[src/rtl/bsz_pkg.sv]
package bsz_pkg;

   typedef enum logic [1:0] {
      SZ_BYTE = 2'd0,
      SZ_HALF = 2'd1,
      SZ_WORD = 2'd2,
      SZ_BEAT = 2'd3
   } xfer_size_e;

   typedef enum logic [1:0] {
      PW_32  = 2'd0,
      PW_16  = 2'd1,
      PW_8   = 2'd2,
      PW_RSV = 2'd3
   } port_w_e;

   typedef enum logic [1:0] {
      ST_IDLE = 2'd0,
      ST_BUS  = 2'd1,
      ST_ERR  = 2'd2,
      ST_DONE = 2'd3
   } seq_st_e;

   // natural alignment rule
   function automatic logic misaligned(input xfer_size_e s, input logic [1:0] o);
      case (s)
         SZ_BYTE: return 1'b0;
         SZ_HALF: return o[0];
         default: return (o != 2'd0);
      endcase
   endfunction

endpackage

[src/rtl/bsz_plan.sv]
module bsz_plan
   import bsz_pkg::*;
(
   input  xfer_size_e size,
   input  logic [1:0] base_off,
   input  port_w_e    pw,
   output logic [2:0] n_bytes,
   output logic [2:0] beat_bytes,
   output logic [1:0] last_beat,
   output logic [1:0] lane_mask,
   output logic [2:0] res_shift
);

   logic [2:0] port_bytes;

   always_comb begin
      case (size)
         SZ_BYTE: n_bytes = 3'd1;
         SZ_HALF: n_bytes = 3'd2;
         default: n_bytes = 3'd4;
      endcase
      case (pw)
         PW_16:   begin port_bytes = 3'd2; lane_mask = 2'b01; end
         PW_8:    begin port_bytes = 3'd1; lane_mask = 2'b00; end
         default: begin port_bytes = 3'd4; lane_mask = 2'b11; end
      endcase
      beat_bytes = (n_bytes < port_bytes) ? n_bytes : port_bytes;
      // beats - 1 = n / per-beat - 1
      case ({n_bytes, beat_bytes})
         {3'd4, 3'd1}: last_beat = 2'd3;
         {3'd4, 3'd2}: last_beat = 2'd1;
         {3'd2, 3'd1}: last_beat = 2'd1;
         default:      last_beat = 2'd0;
      endcase
      // distance from the operand's last lane to lane OP3
      res_shift = 3'd4 - n_bytes - {1'b0, base_off};
   end

endmodule

[src/rtl/bsz_wr_steer.sv]
module bsz_wr_steer #(
   parameter int LANES = 4,
   localparam int DW = 8 * LANES
) (
   input  logic [DW-1:0]    wdata,
   input  logic [2:0]       n_bytes,
   input  logic [2:0]       res_shift,
   input  logic [1:0]       beat_shift,
   input  logic [1:0]       lane_first,
   input  logic [2:0]       beat_bytes,
   output logic [DW-1:0]    bus_wdata,
   output logic [LANES-1:0] lane_en
);

   logic [DW-1:0] ones;
   logic [DW-1:0] op_mask;
   logic [DW-1:0] nat;
   logic [2:0]    gap;
   logic [2:0]    lane_end;

   assign ones     = '1;
   assign gap      = 3'(LANES) - n_bytes;
   assign op_mask  = ones >> {gap, 3'b000};
   // operand placed at its address lanes of a full-width word
   assign nat      = (wdata & op_mask) << {res_shift, 3'b000};
   // port lanes start at the top of the bus
   assign bus_wdata = nat << {beat_shift, 3'b000};
   assign lane_end = {1'b0, lane_first} + beat_bytes;

   for (genvar l = 0; l < LANES; l++) begin : g_lane
      assign lane_en[LANES-1-l] = (3'(l) >= {1'b0, lane_first}) && (3'(l) < lane_end);
   end

endmodule

[src/rtl/bsz_rd_gather.sv]
module bsz_rd_gather #(
   parameter int LANES = 4,
   localparam int DW = 8 * LANES
) (
   input  logic             clk,
   input  logic             rst_n,
   input  logic             clr,
   input  logic             cap,
   input  logic [DW-1:0]    bus_rdata,
   input  logic [LANES-1:0] lane_en,
   input  logic [1:0]       beat_shift,
   input  logic [2:0]       res_shift,
   input  logic [2:0]       n_bytes,
   output logic [DW-1:0]    result
);

   logic [DW-1:0] hold_q;
   logic [DW-1:0] lane_bits;
   logic [DW-1:0] ones;
   logic [DW-1:0] op_mask;
   logic [2:0]    gap;

   for (genvar l = 0; l < LANES; l++) begin : g_bits
      assign lane_bits[8*l +: 8] = {8{lane_en[l]}};
   end

   always_ff @(posedge clk or negedge rst_n) begin
      if (!rst_n) begin
         hold_q <= '0;
      end else if (clr) begin
         hold_q <= '0;
      end else if (cap) begin
         hold_q <= hold_q | ((bus_rdata & lane_bits) >> {beat_shift, 3'b000});
      end
   end

   assign ones    = '1;
   assign gap     = 3'(LANES) - n_bytes;
   assign op_mask = ones >> {gap, 3'b000};
   assign result  = (hold_q >> {res_shift, 3'b000}) & op_mask;

endmodule

[src/rtl/bus_sizer.sv]
module bus_sizer
   import bsz_pkg::*;
#(
   parameter int AW = 26,
   parameter int LANES = 4,
   parameter bit ALLOW_NARROW = 1'b1,
   localparam int DW = 8 * LANES
) (
   input  logic             clk,
   input  logic             rst_n,
   input  logic             req_valid,
   output logic             req_ready,
   input  logic [AW-1:0]    req_addr,
   input  logic [1:0]       req_size,
   input  logic             req_we,
   input  logic [DW-1:0]    req_wdata,
   input  logic [1:0]       rgn_port,
   input  logic             rgn_int,
   output logic             rsp_done,
   output logic             rsp_err,
   output logic [DW-1:0]    rsp_rdata,
   output logic             bus_req,
   output logic [AW-1:0]    bus_addr,
   output logic             bus_we,
   output logic [LANES-1:0] bus_lane_en,
   output logic [DW-1:0]    bus_wdata,
   input  logic [DW-1:0]    bus_rdata,
   input  logic             bus_ack
);

   if (LANES != 4) begin : g_bad_lanes
      $error("bus_sizer: LANES must be 4");
   end
   if (AW < 3) begin : g_bad_aw
      $error("bus_sizer: AW must be at least 3");
   end

   seq_st_e    st_q;
   logic [AW-3:0] hi_q;
   logic [1:0] off_q;
   xfer_size_e size_q;
   logic       we_q;
   logic [DW-1:0] wdata_q;
   port_w_e    pw_q;
   port_w_e    pw_in;
   logic [1:0] beat_cnt_q;
   logic [1:0] beat_off_q;

   logic [2:0] n_bytes;
   logic [2:0] beat_bytes;
   logic [1:0] last_beat;
   logic [1:0] lane_mask;
   logic [2:0] res_shift;
   logic [1:0] beat_shift;
   logic [1:0] lane_first;
   logic       accept;
   logic       beat_fin;

   if (ALLOW_NARROW) begin : g_narrow
      assign pw_in = (rgn_int && rgn_port != 2'd3) ? port_w_e'(rgn_port) : PW_32;
   end else begin : g_wide
      assign pw_in = PW_32;
   end

   assign accept   = (st_q == ST_IDLE) && req_valid;
   assign beat_fin = (st_q == ST_BUS) && bus_ack;

   always_ff @(posedge clk or negedge rst_n) begin
      if (!rst_n) begin
         st_q       <= ST_IDLE;
         hi_q       <= '0;
         off_q      <= '0;
         size_q     <= SZ_BYTE;
         we_q       <= 1'b0;
         wdata_q    <= '0;
         pw_q       <= PW_32;
         beat_cnt_q <= '0;
         beat_off_q <= '0;
      end else begin
         case (st_q)
            ST_IDLE: begin
               if (req_valid) begin
                  hi_q       <= req_addr[AW-1:2];
                  off_q      <= req_addr[1:0];
                  size_q     <= xfer_size_e'(req_size);
                  we_q       <= req_we;
                  wdata_q    <= req_wdata;
                  pw_q       <= pw_in;
                  beat_cnt_q <= '0;
                  beat_off_q <= req_addr[1:0];
                  st_q       <= misaligned(xfer_size_e'(req_size), req_addr[1:0])
                                ? ST_ERR : ST_BUS;
               end
            end
            ST_BUS: begin
               if (bus_ack) begin
                  if (beat_cnt_q == last_beat) begin
                     st_q <= ST_DONE;
                  end else begin
                     beat_cnt_q <= beat_cnt_q + 2'd1;
                     beat_off_q <= beat_off_q + beat_bytes[1:0];
                  end
               end
            end
            default: st_q <= ST_IDLE;
         endcase
      end
   end

   bsz_plan i_plan (
      .size      (size_q),
      .base_off  (off_q),
      .pw        (pw_q),
      .n_bytes   (n_bytes),
      .beat_bytes(beat_bytes),
      .last_beat (last_beat),
      .lane_mask (lane_mask),
      .res_shift (res_shift)
   );

   assign beat_shift = beat_off_q & ~lane_mask;
   assign lane_first = beat_off_q & lane_mask;

   bsz_wr_steer #(.LANES(LANES)) i_wr (
      .wdata     (wdata_q),
      .n_bytes   (n_bytes),
      .res_shift (res_shift),
      .beat_shift(beat_shift),
      .lane_first(lane_first),
      .beat_bytes(beat_bytes),
      .bus_wdata (bus_wdata),
      .lane_en   (bus_lane_en)
   );

   bsz_rd_gather #(.LANES(LANES)) i_rd (
      .clk       (clk),
      .rst_n     (rst_n),
      .clr       (accept),
      .cap       (beat_fin && !we_q),
      .bus_rdata (bus_rdata),
      .lane_en   (bus_lane_en),
      .beat_shift(beat_shift),
      .res_shift (res_shift),
      .n_bytes   (n_bytes),
      .result    (rsp_rdata)
   );

   assign req_ready = (st_q == ST_IDLE);
   assign rsp_done  = (st_q == ST_DONE);
   assign rsp_err   = (st_q == ST_ERR);
   assign bus_req   = (st_q == ST_BUS);
   assign bus_we    = we_q;
   assign bus_addr  = {hi_q, beat_off_q};

endmodule

[config.mk]
export PLATFORM = sky130hd
export DESIGN_NAME = bus_sizer
export DESIGN_NICKNAME = d
export VERILOG_FILES = /design/src/rtl/bsz_pkg.sv /design/src/rtl/bsz_plan.sv /design/src/rtl/bsz_wr_steer.sv /design/src/rtl/bsz_rd_gather.sv /design/src/rtl/bus_sizer.sv
export SDC_FILE = /design/constraint.sdc
export NUM_CORES = 1
export LEC_CHECK = 0
export BUFFER_PORTS_ARGS = -buffer_cell sky130_fd_sc_hd__buf_2
export CAP_MARGIN = 20
export CORE_MARGIN = 4
export CORE_UTILIZATION = 40
export CTS_CLUSTER_DIAMETER = 30
export DETAILED_ROUTE_END_ITERATION = 10
export SETUP_SLACK_MARGIN = 0.3
export SYNTH_ARGS = -nofsm -noshare
export SYNTH_HDL_FRONTEND = slang
export SYNTH_SLANG_ARGS = --single-unit
[constraint.sdc]
create_clock -name clk -period 4.7 [get_ports clk]
set_input_delay 0.235 -clock clk [delete_from_list [all_inputs] [get_ports clk]]
set_output_delay 0.235 -clock clk [all_outputs]
set_load 0.05 [all_outputs]
==> reports/metrics.yaml, run 1 <==
yosys:
  synth.most_common_cell: "nand2_1"
  synthArstFlopShare_pct: 100
  synth_top_family_by_area: "simple AND/OR/NAND/NOR gates"
  synth-edff-count: 0
  synthDistinctLibCells: 56
  synth_xor_area_share_pct: 0.541
  synth_top_area_share_pct: 39.0
  synth_area_leaders: "dfrtp_1, nand2_1, mux2i_1, nor2_1, a21oi_1"
  ys.warnings.count: 0
  synthMuxAreaShare_pct: 6.28
  synth_seq_cells: 101
  synthAdderAreaFrac_pct: 2.16
  synthCells: 830
  yosys.area.top_type: "dfrtp_1"
  yosys-top-cells-count: "nand2_1, dfrtp_1, nor2_1, a21oi_1, clkbuf_1"
  synthFlopType: "dfrtp_1"
  synth-compound-area-share_pct: 18.2
  synth-simple-area-share_pct: 29.3
  synth_area_per_cell_um2: 7.80
  synth.cell_area_um2: 6470
  syn_nets: 940
  yosysSeqAreaShare_pct: 39.0
placed_design:
  io_buffers: 198
  dp_hpwl_um: 15500
  place.gp.congestion: 0.932
global_routing:
  grt_pass1_vias: 6281
  grt_overflow: 0
  grt_usage_pct: 23.0
  grt_antenna_before_repair: 0
  grt_max_degree: 62
  grt_pass1_wl_um: 33600
clocking:
  clk_path_buf_depth: 2
  cts_setup_buffers: 0
  ctsHoldBuffers: 0
  post_cts_resized: 0
  cts_tree: "done"
  clock_tree.root_cell: "clkbuf_16"
  htreeDepth: 3
  cts.sinks: 101
  clkTransAtPathRegs_ps: 70
  clkLatencyLatePin_ps: 350
  numCtsBuffers: 9
final_layout:
  drive_gt1_share_pct: 25.8
  nNetsFinal: 1105
  num_antenna_cells: 0
  area_growth_pct: 23.5
flow_run:
  cap_violations: 0
floorplanning:
  rows: 46
  ios: 199
  die_h_um: 135
  die-area_um2: 18300
  die_w_um: 135
  coreArea_um2: 15900
  start_util_pct: 40.8
sta:
  fin_setup_tns_ps: 0
  fin_hold_ws_ps: -40.5
  period_share_pct: 88.2
  finalCriticalPeriod_ps: 4150
  slew-limit-headroom_pct: 41.7
  worst_slew_pin_slew_ps: 875
  skew_ps: 7.46
  setup_viol: 0
  hold_viol_final: 31
  fmax_ghz: 0.241
  slew_viol_final: 0
  grt_setup_unrepaired: "true"
status:
  status: "finished, violations left"
  violations: "hold timing"
routing:
  drc: 0
  drt-pass1-iter-count: 7
  drt-wirelength-per-cell_um: 17.5
  drt_iter0_markers: 514
  routed_wl_um: 21300
  vias: 6580
  ant_nets: 0
  routed_via_density: 5.41
setup_path:
  cp.arrival_ps: 3910
  r2r_cells: 17
  critPathLaunchType: "register"
  critPathLaunch: "pw_q[0]"
  critPathMaxFanout: 6
  r2r-end: "i_rd.hold_q[2]"
  crit_path_end_kind: "output pin"
  rrSetupSlack_ps: 730
  critical_path_required_ps: 4470
  worstSetupPathType: "reg2out"
  r2r_start: "pw_q[0]"
worst_hold_path:
  min_path_type: "in2async"
-- logic make-up (layout without fill, tap and decap cells) --
group,Yosys count,in the layout
multiplexers,39,39
AO/OA/AOI/OAI,174,174
flip-flops,101,101
buffers and inverters,71,241
adder cells (fa/ha/maj),10,10
XOR/XNOR,4,4
AND/OR/NAND/NOR,431,431
-- area by class of cell --
cell class	count	area, um^2
repair buffers	215	1140
multi-input cells	658	3690
clock inverters	7	105
fillers	1614	7890
inverters	10	37.5
flip-flops and latches	101	2530
well taps	216	270
clock buffers	9	225
-- flip-flops by register name (all words and copies together) (netlist names) --
register     flops
size_q           2
bus_we           1
hi_q            24
off_q            2
i_rd.hold_q     32
beat_off_q       2
wdata_q         32
st_q             2
pw_q             2
beat_cnt_q       2
-- layer usage --
layer,track usage (%),part of all wire (%),up-vias
met5,0,0,-
met4,5.99,1.8,0
met3,4.16,6.2,27
met2,36.4,47,240
met1,32.8,45,3129
li1,-,-,3184
-- worst max-delay path by stage --
stage                 endpoint  slack [ps]  depth (start not counted)
2_1_floorplan  i_rd.hold_q[10]         710                         15
3_3_place_gp   i_rd.hold_q[21]         810                         17
3_5_place_dp   i_rd.hold_q[21]         710                         17
4_1_cts         bus_lane_en[2]         450                         13
5_1_grt         bus_lane_en[3]         260                         15
6_report        bus_lane_en[3]         550                         15
-- worst max-delay path, cell delays in order (launching register included) --
cell     delay [ps]
dfrtp_1         350
inv_1            80
ha_1            370
inv_1            70
ha_1            300
nor2b_1         140
o31a_1          230
o21ai_0         230
ha_1            190
inv_1            50
fa_1            400
xor2_2          310
inv_1           110
nor3b_2         400
nor3_2           90
buf_2           230
-- stage by stage --
step / std cells / worst slack [ps] / cell area, um^2 / utilization [%] / hold slack [ps]
after floorplan: 830 / 710 / 6480 / - / -60.6
after global placement: 1199 / 815 / 7620 / 48.0 / 374
after detailed placement: 1199 / 712 / 7620 / 48.0 / 379
after CTS: 1215 / 449 / 7960 / 50.1 / 1.39
after global routing: 1216 / 258 / 7990 / 50.3 / 28.7
final: 1216 / 553 / 7990 / 50.3 / -40.5
-- layout by cell type (no fill, tap or decap), types with 2 or more instances in the layout --
cell type  count
a211oi_1      17
a21boi_0       4
a21oi_1       49
a221o_1       16
a22o_1         3
a22oi_1       16
a31oi_1       10
and2_0         4
and2_1        17
and3_1        11
buf_2        197
buf_4         17
bufinv_16      2
clkbuf_16      9
clkinv_1       2
dfrtp_1      101
fa_1           2
ha_1           7
inv_1          8
inv_6          2
inv_8          2
mux2_2         9
mux2i_1       29
nand2_1      248
nand2b_1       5
nand3_1       29
nand3b_1       2
nand4_1        4
nand4b_1       2
nor2_1        69
nor2b_1       23
nor3_1         4
o211ai_1       8
o21ai_0       17
o22ai_1       21
or2_2          3
xor2_1         2
Power of run 1 is left out: the tool's default activity adds up to more than one toggle a clock period on the data nets, which glitch-free logic cannot reach.
==> inputs of run 2 (changes only) <==
--- a/config.mk
+++ b/config.mk
@@ -11,6 +11,7 @@
 export CORE_UTILIZATION = 40
 export CTS_CLUSTER_DIAMETER = 30
 export DETAILED_ROUTE_END_ITERATION = 10
+export MAX_ROUTING_LAYER = met4
 export SETUP_SLACK_MARGIN = 0.3
 export SYNTH_ARGS = -nofsm -noshare
 export SYNTH_HDL_FRONTEND = slang
==> reports/metrics.yaml, run 2 (same netlist as run 1, synthesis figures left out) <==
global_routing:
  grt_antenna_before_repair: 0  # unchanged
  grt_overflow: 0  # unchanged
  grt_pass1_vias: 6224  # was 6281
  grt_max_degree: 69  # was 62
  grt_usage_pct: 23.7  # was 23.0%
  grt_pass1_wl_um: 33400  # was 33600 um
routing:
  vias: 6558  # was 6580
  routed_via_density: 5.38  # was 5.41
  routed_wl_um: 21400  # was 21300 um
  drt-pass1-iter-count: 5  # was 7
  ant_nets: 0  # unchanged
  drt_iter0_markers: 487  # was 514
  drc: 0  # unchanged
  drt-wirelength-per-cell_um: 17.6  # was 17.5 um
setup_path:
  path_delay_family: "adder cells"  # unchanged
  crit_buf_inv: 6  # was 5
  critical_path_required_ps: 4470  # about the same
  cp.arrival_ps: 4020  # was 3910 ps
  crit_path_end_kind: "output pin"  # unchanged
  worstSetupPathType: "reg2out"  # unchanged
  critPathLaunchType: "register"  # unchanged
  path_cells: "inv_1 -> ha_1 -> inv_1 -> ha_1 -> nor2b_1 -> o31a_1 -> o21ai_0 -> ha_1 -> inv_1 -> fa_1 -> xor2_2 -> inv_1 -> nor3b_2 -> buf_4 -> nor3_2 -> buf_2"  # was inv_1 -> ha_1 -> inv_1 -> ha_1 -> nor2b_1 -> o31a_1 -> o21ai_0 -> ha_1 -> inv_1 -> fa_1 -> xor2_2 -> inv_1 -> nor3b_2 -> nor3_2 -> buf_2
  cpPeakStageDelay_ps: 410  # was 400 ps
  crit_slowest_cell: "fa_1"  # unchanged
  rrSetupSlack_ps: 750  # was 730 ps
  critPathMaxFanout: 10  # was 6
  path_common_cell: "inv_1"  # unchanged
sta:
  setup_viol: 0  # unchanged
  slew_viol_final: 0  # unchanged
  hold_viol_final: 5  # was 31
  skew_ps: 10.6  # was 7.46 ps
  fin_hold_ws_ps: -29.7  # was -40.5 ps
  finalCriticalPeriod_ps: 4250  # was 4150 ps
  period_share_pct: 90.5  # was 88.2%
  fmax_ghz: 0.235  # was 0.241 GHz
  fin_setup_tns_ps: 0  # unchanged
  slew-limit-headroom_pct: 39.7  # was 41.7%
  worst_slew_pin_slew_ps: 904  # was 875 ps
  grt_setup_unrepaired: "true"  # unchanged
final_layout:
  nNetsFinal: 1108  # was 1105
  area_growth_pct: 23.6  # was 23.5%
  num_antenna_cells: 0  # unchanged
  final_cell_mix: "nand2_1, buf_2, dfrtp_1"  # unchanged
  drive_gt1_share_pct: 26.0  # was 25.8%
  largestRegisters: "i_rd.hold_q x32, wdata_q x32, hi_q x24"  # unchanged
  final_common_cell: "nand2_1"  # unchanged
clocking:
  cts.sinks: 101  # unchanged
  cts_tree: "done"  # unchanged
  clkLatencyLatePin_ps: 350  # about the same
  cts_setup_buffers: 0  # unchanged
  ctsHoldBuffers: 0  # unchanged
  clock_tree.root_cell: "clkbuf_16"  # unchanged
  htreeDepth: 3  # unchanged
  clk_path_buf_depth: 2  # unchanged
  clkTransAtPathRegs_ps: 70  # about the same
  numCtsBuffers: 9  # unchanged
status:
  status: "finished, violations left"  # unchanged
  violations: "hold timing"  # unchanged
floorplanning:
  die_w_um: 135  # unchanged
  start_util_pct: 40.8  # unchanged
  die-area_um2: 18300  # unchanged
  rows: 46  # unchanged
  die_h_um: 135  # unchanged
  ios: 199  # unchanged
  coreArea_um2: 15900  # unchanged
worst_hold_path:
  min_path_type: "in2async"  # unchanged
placed_design:
  dp_hpwl_um: 15800  # was 15500 um
  place.gp.congestion: 0.920  # was 0.932
  io_buffers: 198  # unchanged
flow_run:
  cap_violations: 0  # unchanged
==> run 2: cell count changes in the layout (fill, tap and decap cells not counted) <==
cell / previous run / this run
buf_12: 0 / 1
buf_4: 17 / 19
bufinv_16: 2 / 1
clkinvlp_4: 0 / 2
inv_8: 2 / 1
==> run 2: through the flow <==
stage,setup slack (ps),cell area [um^2],utilization [%],cells
global route,121,8000,50.4,1219
floorplan,710,6480,-,830
finish,448,8000,50.4,1219
detailed placement,775,7640,48.1,1201
global placement,909,7640,48.1,1201
CTS,406,7940,50.0,1217
==> run 2: what timing repair did <==
item / CTS / global route
endpoints found under the setup margin: 0 / 2
endpoints found under the hold margin: 0 / 0
resized for setup: 0 / 2
==> run 2: cell type report <==
cell class | count | area [um^2]
fill | 1623 | 7880
multi-input combinational | 658 | 3690
sequential | 101 | 2530
timing repair buffer | 218 | 1180
tap | 216 | 270
clock buffer | 9 | 225
clock inverter | 7 | 78.8
inverter | 10 | 37.5
==> run 2: routing by layer <==
metal	global-route usage, %	vias to the layer above	share of wire, %
met1	33.5	3086	46
li1	-	3202	-
met2	35.2	243	45
met4	7.00	0	2.0
met5	-	-	0
met3	3.90	27	6.4
==> run 2: worst paths after layout <==
check / startpoint / to / cells after the start
worst max-delay path: pw_q[0] / bus_lane_en[3] / 16
worst min-delay path: rst_n / i_rd.hold_q[30] / 1
worst max register to register: pw_q[0] / i_rd.hold_q[7] / 17
worst min register to register: hi_q[17] / hi_q[17] / 2
max in group asynchronous: rst_n / beat_off_q[1] / 2
min in group clk: req_addr[12] / hi_q[10] / 3
Power of run 2 is left out for the same reason.
==> inputs of run 3 (changes only) <==
--- a/config.mk
+++ b/config.mk
@@ -5,6 +5,7 @@
 export SDC_FILE = /design/constraint.sdc
 export NUM_CORES = 1
 export LEC_CHECK = 0
+export ABC_AREA = 1
 export BUFFER_PORTS_ARGS = -buffer_cell sky130_fd_sc_hd__buf_2
 export CAP_MARGIN = 20
 export CORE_MARGIN = 4
==> reports/metrics.yaml, run 3 <==
yosys:
  yosys.area.top_type: "dfrtp_1"  # unchanged
  synth_area_leaders: "dfrtp_1, nand2_1, o21ai_0, a21oi_1, nor2_1"  # was dfrtp_1, nand2_1, mux2i_1, nor2_1, a21oi_1
  synthDistinctLibCells: 39  # was 56
  yosysSeqAreaShare_pct: 38.5  # was 39.0%
  synth.most_common_cell: "nand2_1"  # unchanged
  synthFlopType: "dfrtp_1"  # unchanged
  synth_seq_cells: 101  # unchanged
  synth_area_per_cell_um2: 6.60  # was 7.80 um^2
  syn_nets: 1104  # was 940
  synth-edff-count: 0  # unchanged
  synth.cell_area_um2: 6560  # was 6470 um^2
  yosys-top-cells-count: "nand2_1, dfrtp_1, nor2_1, o21ai_0, a21oi_1"  # was nand2_1, dfrtp_1, nor2_1, a21oi_1, clkbuf_1
  synth_top_area_share_pct: 38.5  # was 39.0%
  ys.warnings.count: 0  # unchanged
  synthCells: 994  # was 830
  synthArstFlopShare_pct: 100  # unchanged
global_routing:
  grt_max_degree: 100  # was 69
  grt_antenna_before_repair: 0  # unchanged
  grt_overflow: 0  # unchanged
  grt_usage_pct: 24.4  # was 23.7%
  grt_pass1_vias: 6557  # was 6224
  grt_pass1_wl_um: 34800  # was 33400 um
clocking:
  clkLatencyLatePin_ps: 360  # was 350 ps
  clkTransAtPathRegs_ps: 80  # was 70 ps
  cts.sinks: 101  # unchanged
  cts_setup_buffers: 0  # unchanged
  clk_path_buf_depth: 2  # unchanged
  htreeDepth: 3  # unchanged
  cts_tree: "done"  # unchanged
  clock_tree.root_cell: "clkbuf_16"  # unchanged
  numCtsBuffers: 9  # unchanged
routing:
  routed_wl_um: 21900  # was 21400 um
  vias: 6930  # was 6558
  routed_via_density: 5.04  # was 5.38
  ant_nets: 0  # unchanged
  drc: 0  # unchanged
  drt-pass1-iter-count: 5  # unchanged
  drt_iter0_markers: 481  # was 487
  drt-wirelength-per-cell_um: 15.9  # was 17.6 um
final_layout:
  largestRegisters: "i_rd.hold_q x32, wdata_q x32, hi_q x24"  # unchanged
  num_antenna_cells: 0  # unchanged
  nNetsFinal: 1266  # was 1108
  final_cell_mix: "nand2_1, buf_2, dfrtp_1"  # unchanged
  final_common_cell: "nand2_1"  # unchanged
  fill_cells: 1737  # was 1623
  area_growth_pct: 22.2  # was 23.6%
  drive_gt1_share_pct: 22.2  # was 26.0%
flow_run:
  cap_violations: 0  # unchanged
placed_design:
  io_buffers: 198  # unchanged
  dp_hpwl_um: 15600  # was 15800 um
  place.gp.congestion: 0.951  # was 0.920
sta:
  slew-limit-headroom_pct: 32.4  # was 39.7%
  finalCriticalPeriod_ps: 3980  # was 4250 ps
  fin_setup_tns_ps: 0  # unchanged
  fmax_ghz: 0.251  # was 0.235 GHz
  period_share_pct: 84.7  # was 90.5%
  skew_ps: 8.07  # was 10.6 ps
  setup_viol: 0  # unchanged
  slew_viol_final: 0  # unchanged
  hold_viol_final: 0  # was 5
  fin_hold_ws_ps: 69.6  # was -29.7 ps
  grt_setup_unrepaired: "false"  # was true
  worst_slew_pin_slew_ps: 1010  # was 904 ps
floorplanning:
  die-area_um2: 18500  # was 18300 um^2
  rows: 46  # unchanged
  die_w_um: 136  # was 135 um
  start_util_pct: 41.0  # was 40.8%
  die_h_um: 136  # was 135 um
  ios: 199  # unchanged
  coreArea_um2: 16000  # was 15900 um^2
setup_path:
  critPathMaxFanout: 18  # was 10
  worstSetupPathType: "reg2out"  # unchanged
  cp.arrival_ps: 3740  # was 4020 ps
  critical_path_required_ps: 4470  # about the same
  crit_path_end_kind: "output pin"  # unchanged
  critPathLaunchType: "register"  # unchanged
worst_hold_path:
  min_path_type: "in2reg"  # was in2async
status:
  status: "finished, final reports clean"  # was finished, violations left
## run 3: changes by cell type in the layout (fill, tap and decap cells not counted), sizes merged, moves of 11 or more
cell,change
inv,+74
a21oi,+28
and2,-22
nor2b,-24
and3,-11
nand2,+125
nor2,+24
o21ai,+88
a221o,-16
o22ai,-14
mux2i,-29
a22oi,-17
## run 3: layout make-up
class	count	area (um^2)	area share, %
clock buffers	10	239	2.98
clock inverters	5	82.6	1.03
inverters	87	333	4.15
multi-input cells	745	3450	43.1
flip-flops and latches	101	2530	31.5
well taps	216	270	3.37
repair buffers	211	1110	13.8
repair inverters	1	5.00	0.0624
## run 3: routing by layer
layer  share of wire (%)  up-vias  GRT usage (%)
li1                    -     3517              -
met1                  46     3156           33.3
met2                  47      234           38.6
met3                 5.5       23           2.96
met4                 1.6        0           6.89
met5                   0        -              -
## run 3: worst max-delay path: stages, from the launching register on
cell     delay [ps]
dfrtp_2         570
nor2_1          280
inv_1           270
ha_2            260
fa_1            630
nor2_1          440
inv_2           150
o32ai_1         330
nand2_1          80
o21ai_1          90
buf_2           290
## run 3: path summary, 6_finish.rpt
path	from	endpoint	slack, ps	cells past startpoint
min reg2reg	hi_q[6]	hi_q[6]	470	2
min in group asynchronous	rst_n	hi_q[21]	450	2
max	size_q[1]	bus_wdata[28]	720	10
min	req_addr[21]	hi_q[19]	70	3
max reg2reg	pw_q[0]	i_rd.hold_q[3]	1090	19
max in group asynchronous	rst_n	wdata_q[25]	3100	3
## run 3: logic make-up after synthesis
group / synth area share [%]
buffers and inverters: 8.99
adders and majority gates: 2.14
and+or+nand+nor: 30.9
DFF: 38.5
AOI/OAI and AO/OA: 18.9
xor gates and xnor gates: 0.534
## run 3: metrics by stage
| stage | utilization, % | instance area (um^2) | cells | worst slack (ps) |
|---|---|---|---|---|
| floorplan | - | 6560 | 994 | 840 |
| finish | 50.1 | 8020 | 1376 | 721 |
| global placement | 47.8 | 7650 | 1358 | 1070 |
| detailed placement | 47.8 | 7650 | 1358 | 993 |
| CTS | 49.9 | 7980 | 1374 | 594 |
| global route | 50.1 | 8020 | 1376 | 440 |
## run 3: timing repair
action	4_1_cts	5_1_grt
endpoints found under the hold margin	50	0
hold buffers	1	0
resized for setup	0	3
endpoints found under the setup margin	0	19
Power of run 3 is left out for the same reason.
